**src/rtl/dsense_pkg.sv**
```systemverilog
package dsense_pkg;
    typedef enum logic [1:0] {
        PH_IDLE  = 2'd0,
        PH_BLANK = 2'd1,
        PH_WATCH = 2'd2,
        PH_DELAY = 2'd3
    } phase_e;
endpackage

```
**src/rtl/dsense_edge.sv**
```systemverilog
module dsense_edge (
    input  logic clk,
    input  logic rst_n,
    input  logic level,
    output logic fell,
    output logic moved
);
    logic prev_d, prev_q;

    always_comb begin
        prev_d = level;
        fell   = prev_q & ~level;
        moved  = prev_q ^ level;
    end

    always_ff @(posedge clk or negedge rst_n) begin
        if (!rst_n) prev_q <= 1'b0;
        else        prev_q <= prev_d;
    end
endmodule

```
**src/rtl/dsense_run.sv**
```systemverilog
module dsense_run #(
    parameter int RUN_LEN = 4
) (
    input  logic clk,
    input  logic rst_n,
    input  logic sample,
    input  logic is_short,
    output logic fire
);
    localparam int RW = $clog2(RUN_LEN + 1);
    logic [RW-1:0] run_d, run_q;

    always_comb begin
        fire  = sample && is_short && (run_q == RW'(RUN_LEN - 1));
        run_d = run_q;
        if (sample) begin
            if (!is_short || fire) run_d = '0;
            else                   run_d = run_q + 1'b1;
        end
    end

    always_ff @(posedge clk or negedge rst_n) begin
        if (!rst_n) run_q <= '0;
        else        run_q <= run_d;
    end
endmodule

```
**src/rtl/demag_seq.sv**
```systemverilog
module demag_seq
    import dsense_pkg::*;
#(
    parameter int BLANK_HI   = 145,
    parameter int BLANK_LO   = 75,
    parameter int HOLD_HI    = 75,
    parameter int HOLD_LO    = 35,
    parameter int TOUT_CYC   = 450,
    parameter int VALLEY_DLY = 29,
    parameter int SHORT_RUN  = 4
) (
    input  logic clk,
    input  logic rst_n,
    input  logic drv_off,
    input  logic zcd_high,
    input  logic short_low,
    input  logic high_load,
    output logic sense_clamp,
    output logic valley_ready,
    output logic restart_req,
    output logic short_fault
);
    localparam int CW = $clog2(BLANK_HI + BLANK_LO + TOUT_CYC + VALLEY_DLY + 1);

    typedef struct packed {
        phase_e        ph;
        logic [CW-1:0] cnt;
        logic [CW-1:0] blen;
        logic [CW-1:0] hlen;
        logic          valley;
        logic          restart;
        logic          fault;
    } seq_t;

    seq_t st_d, st_q;
    logic zcd_fall, zcd_move, blank_end, run_fire;

    dsense_edge u_edge (
        .clk   (clk),
        .rst_n (rst_n),
        .level (zcd_high),
        .fell  (zcd_fall),
        .moved (zcd_move)
    );

    assign blank_end = (st_q.ph == PH_BLANK) && (st_q.cnt == st_q.blen - 1'b1) && !drv_off;

    dsense_run #(.RUN_LEN(SHORT_RUN)) u_run (
        .clk      (clk),
        .rst_n    (rst_n),
        .sample   (blank_end),
        .is_short (short_low),
        .fire     (run_fire)
    );

    always_comb begin
        st_d         = st_q;
        st_d.valley  = 1'b0;
        st_d.restart = 1'b0;
        st_d.fault   = 1'b0;
        if (drv_off) begin
            st_d.ph   = PH_BLANK;
            st_d.cnt  = '0;
            st_d.blen = high_load ? CW'(BLANK_HI) : CW'(BLANK_LO);
            st_d.hlen = high_load ? CW'(HOLD_HI)  : CW'(HOLD_LO);
        end else begin
            case (st_q.ph)
                PH_BLANK: begin
                    if (blank_end) begin
                        st_d.cnt = '0;
                        if (run_fire) begin
                            st_d.fault = 1'b1;
                            st_d.ph    = PH_IDLE;
                        end else begin
                            st_d.ph = PH_WATCH;
                        end
                    end else begin
                        st_d.cnt = st_q.cnt + 1'b1;
                    end
                end
                PH_WATCH: begin
                    if (zcd_fall) begin
                        st_d.ph  = PH_DELAY;
                        st_d.cnt = '0;
                    end else if (zcd_move) begin
                        st_d.cnt = '0;
                    end else if (st_q.cnt == CW'(TOUT_CYC - 1)) begin
                        st_d.restart = 1'b1;
                        st_d.ph      = PH_IDLE;
                    end else begin
                        st_d.cnt = st_q.cnt + 1'b1;
                    end
                end
                PH_DELAY: begin
                    if (st_q.cnt == CW'(VALLEY_DLY - 1)) begin
                        st_d.valley = 1'b1;
                        st_d.ph     = PH_IDLE;
                    end else begin
                        st_d.cnt = st_q.cnt + 1'b1;
                    end
                end
                default: ;
            endcase
        end
    end

    always_ff @(posedge clk or negedge rst_n) begin
        if (!rst_n) begin
            st_q <= '{ph: PH_IDLE, cnt: '0, blen: '0, hlen: '0,
                      valley: 1'b0, restart: 1'b0, fault: 1'b0};
        end else begin
            st_q <= st_d;
        end
    end

    assign sense_clamp  = (st_q.ph == PH_BLANK) && (st_q.cnt < st_q.hlen);
    assign valley_ready = st_q.valley;
    assign restart_req  = st_q.restart;
    assign short_fault  = st_q.fault;
endmodule

```
**config.mk**
```make
export PLATFORM = sky130hd
export DESIGN_NAME = demag_seq
export DESIGN_NICKNAME = d
export VERILOG_FILES = /design/src/rtl/dsense_pkg.sv /design/src/rtl/dsense_edge.sv /design/src/rtl/dsense_run.sv /design/src/rtl/demag_seq.sv
export SDC_FILE = /design/constraint.sdc
export NUM_CORES = 1
export LEC_CHECK = 0
export BUFFER_PORTS_ARGS = -buffer_cell sky130_fd_sc_hd__buf_2
export CAP_MARGIN = 5
export CORE_MARGIN = 4
export CORE_UTILIZATION = 45
export CTS_CLUSTER_DIAMETER = 50
export DETAILED_ROUTE_END_ITERATION = 6
export PLACE_DENSITY_LB_ADDON = 0.25
export SLEW_MARGIN = 20
export SYNTH_ARGS = -nofsm -noshare
export SYNTH_HDL_FRONTEND = slang
export SYNTH_SLANG_ARGS = --single-unit
export TNS_END_PERCENT = 5
```
**constraint.sdc**
```tcl
create_clock -name clk -period 2.9 [get_ports clk]
set_input_delay 0.29 -clock clk [delete_from_list [all_inputs] [get_ports clk]]
set_output_delay 0.29 -clock clk [all_outputs]
set_load 0.01 [all_outputs]
```
==> metrics.txt <==
average wire length per cell after detail routing 15.0 um; DRC violations left 0; setup TNS 0 ns; endpoint kind of the worst setup timing path primary output; Num CTS Buffers 3; maximum count of clock buffers along a single path 2; distinct cell type count after synthesis 46; ant diodes 0; number of failing setup endpoints in the final timing report 0; run status completed; Worst Setup Slack post-DPL 0.328 ns; CTS HTree Levels 1; final worst path period need 2.63 ns; Layout area overhead 6.66%; Async SR Flop Fraction 1.00; total count of hold-check failures in the final report 0; final worst path period share 0.908; maximum clock rate between 0.3 and 0.4 GHz; number of I/O pins 10; kind of launch point of the worst setup path flop; DIE HEIGHT 66.1 um; total grt overflow 0; Slew @ Worst Pin ~0.51 ns; switching share of total power 0.379; multiplexer area fraction after synthesis 0.0222; max-slew violation count 0; global-route wire length before repair 5.95 mm; dominant synthesized flop cell dfrtp_1; leading cell type in the layout, fill and taps excluded dfrtp_1; count of state elements after synthesis 22; number of antenna-violating nets in the routed design 0; number of clock sinks 22; worst path arrival time 2.34 ns; Power Density ~540 nW/um^2; max-cap viol count 0; worst-case headroom to the max-slew limit 0.655; Core Region between 3000 and 4000 um^2; highest fanout seen on the critical path 10; total number of vias approximately 1200; combinational family with the most area after synthesis simple AND/OR/NAND/NOR gates; net switching power of the design 0.334 mW; most used cells in the layout excluding fill and tap cells 21 x dfrtp_1, 16 x nor2_1, 14 x ha_1, 12 x inv_1, 11 x nand2_1; Hold WC Path Type in -> reg; ratio of routed vias to standard cells 5.69; Post-Syn Nets 185; Worst-path clk slew 0.13 ns; yosys synthesis warning count 0; CTS Root Cell clkbuf_4; Layout Skew 0.00700 ns; clock network fraction of design power 0.163; XOR/XNOR share of the synthesized area 0.0576; Seq pwr share 0.484; RSZ-0062 raised after global routing false; standard-cell rows 20; Static Leak a little over 0.7 nW; Detailed Place HPWL 2.47 mm; PortBufs 9; Post-Synth Adder-Cell Area 0.115; simple-gate share of the synthesized area 0.241; overall die area around 4400 um^2; Tot GR Track Use 0.175; netlist area before placement 1520 um^2; internal power component between 0.5 and 0.6 mW; horizontal die dimension 66.1 um; post-route worst hold slack 0.115 ns; antenna violations before repair 0; Comb pwr share 0.353; number of global-route vias before repair about 1200; initial cell density of the core 0.483; total wirelength of the detailed-routed design 3.26 mm; share of post-route cells with drive strength above 1 0.110; Final nets 195; number of DRC markers in iteration 0 75; share of the synthesized area in compound gates (AO/OA/AOI/OAI) 0.141; cell count after synthesis around 170; GP Congestion 0.893; Setup Crit Path Kind reg -> out; Post-Synthesis Mean Instance Area 9.22 um^2; TritonCTS clock tree yes; number of detailed-route iterations in the first pass 5; Post-synth EDFFs 0; portion of the post-synthesis area used by sequential elements 0.362; worst vdd ir 0.395 mV; largest net degree at the start of global routing 23; Clock Latency Late Sink between 0.3 and 0.4 ns; Worst EP required 2.61 ns; final setup margin 0.267 ns
==> metal layers <==
| metal | GRT usage | part of all wire | up-vias |
|---|---|---|---|
| met5 | 0 | 0 | - |
| met4 | 0.0482 | 0.012 | 0 |
| met3 | 0.0374 | 0.049 | 4 |
| met2 | 0.264 | 0.44 | 31 |
| met1 | 0.252 | 0.50 | 593 |
| li1 | - | - | 606 |
==> power by group through the flow <==
stage | registers (mW) | clock network [mW] | logic [mW]
final | 0.427 | 0.144 | 0.312
after CTS | 0.425 | 0.150 | 0.314
after global placement | 0.428 | 0 | 0.297
after global routing | 0.437 | 0.158 | 0.368
after detailed placement | 0.431 | 0 | 0.311
after floorplan | 0.402 | 0 | 0.248
==> final timing paths <==
check / slack, ns / from / to / cells after the start
setup / recovery: 0.27 / st_q[6] / sense_clamp / 6
hold / removal: 0.11 / zcd_high / u_edge.prev_q / 1
setup reg to reg: 0.28 / st_q[8] / u_run.run_q[2] / 8
hold reg to reg: 0.53 / u_run.run_q[2] / u_run.run_q[2] / 1
max in group asynchronous: 2.07 / rst_n / st_q[4] / 2
min in group asynchronous: 0.45 / rst_n / short_fault / 2
==> repair_timing <==
item / CTS / global route
setup buffers: 0 / 0
gates resized for setup: 0 / 1
hold buffers: 1 / 0
endpoints found under the setup margin: 0 / 1
endpoints found under the hold margin: 22 / 0
==> sequential cells by signal, summed over array words and instances, names as in the netlist <==
register,cells
st_q,15
u_run.run_q,3
restart_req,1
short_fault,1
u_edge.prev_q,1
valley_ready,1
==> area by class of cell <==
cell class	instances	area, um^2
Multi-Input combinational cell	124	878
Clock buffer	3	22.5
Timing Repair Buffer	12	70.1
Sequential cell	22	552
Tap cell	44	55.1
Fill cell	322	1530
Inverter	12	45.0
==> synth_stat cells, types with 2 or more instances <==
| cell | number | share of area |
|---|---|---|
| dfrtp_1 | 22 | 0.36 |
| nor2_1 | 16 | 0.039 |
| ha_1 | 14 | 0.12 |
| inv_1 | 12 | 0.030 |
| nand2_1 | 11 | 0.027 |
| nand3_1 | 9 | 0.030 |
| o21ai_0 | 7 | 0.023 |
| xnor2_1 | 7 | 0.040 |
| nor3_1 | 5 | 0.016 |
| nand2b_1 | 4 | 0.016 |
| nor4_1 | 4 | 0.016 |
| or3_1 | 4 | 0.016 |
| a21oi_1 | 3 | 0.0099 |
| mux2_1 | 3 | 0.022 |
| nor4b_1 | 3 | 0.017 |
| or2b_1 | 3 | 0.015 |
| xor2_1 | 3 | 0.017 |
| a211o_1 | 2 | 0.012 |
| buf_2 | 2 | 0.0066 |
| buf_6 | 2 | 0.015 |
| clkbuf_1 | 2 | 0.0049 |
| o211ai_1 | 2 | 0.0099 |
| o41ai_1 | 2 | 0.012 |
==> cell families after synthesis <==
kind of cell               after synthesis
adders and majority gates               14
DFF                                     22
muxes                                    3
and+or+nand+nor                         67
AOI/OAI and AO/OA                       30
xor gates and xnor gates                10
buffers and inverters                   19
==> stage by stage <==
stage / total power [mW] / instance area, um^2 / instances / utilization
floorplan: 0.650 / 1520 / 165 / -
detailed placement: 0.742 / 1590 / 213 / 0.504
global placement: 0.724 / 1590 / 213 / 0.504
CTS: 0.888 / 1620 / 217 / 0.514
finish: 0.882 / 1620 / 217 / 0.515
global route: 0.964 / 1620 / 217 / 0.515
==> critical path, stage by stage (launching register included) <==
cell,delay (ns)
dfrtp_1,0.54
inv_1,0.15
ha_1,0.31
a211o_1,0.26
a21o_1,0.17
a2111oi_0,0.40
buf_2,0.21
(Power assumes the default switching activity.)
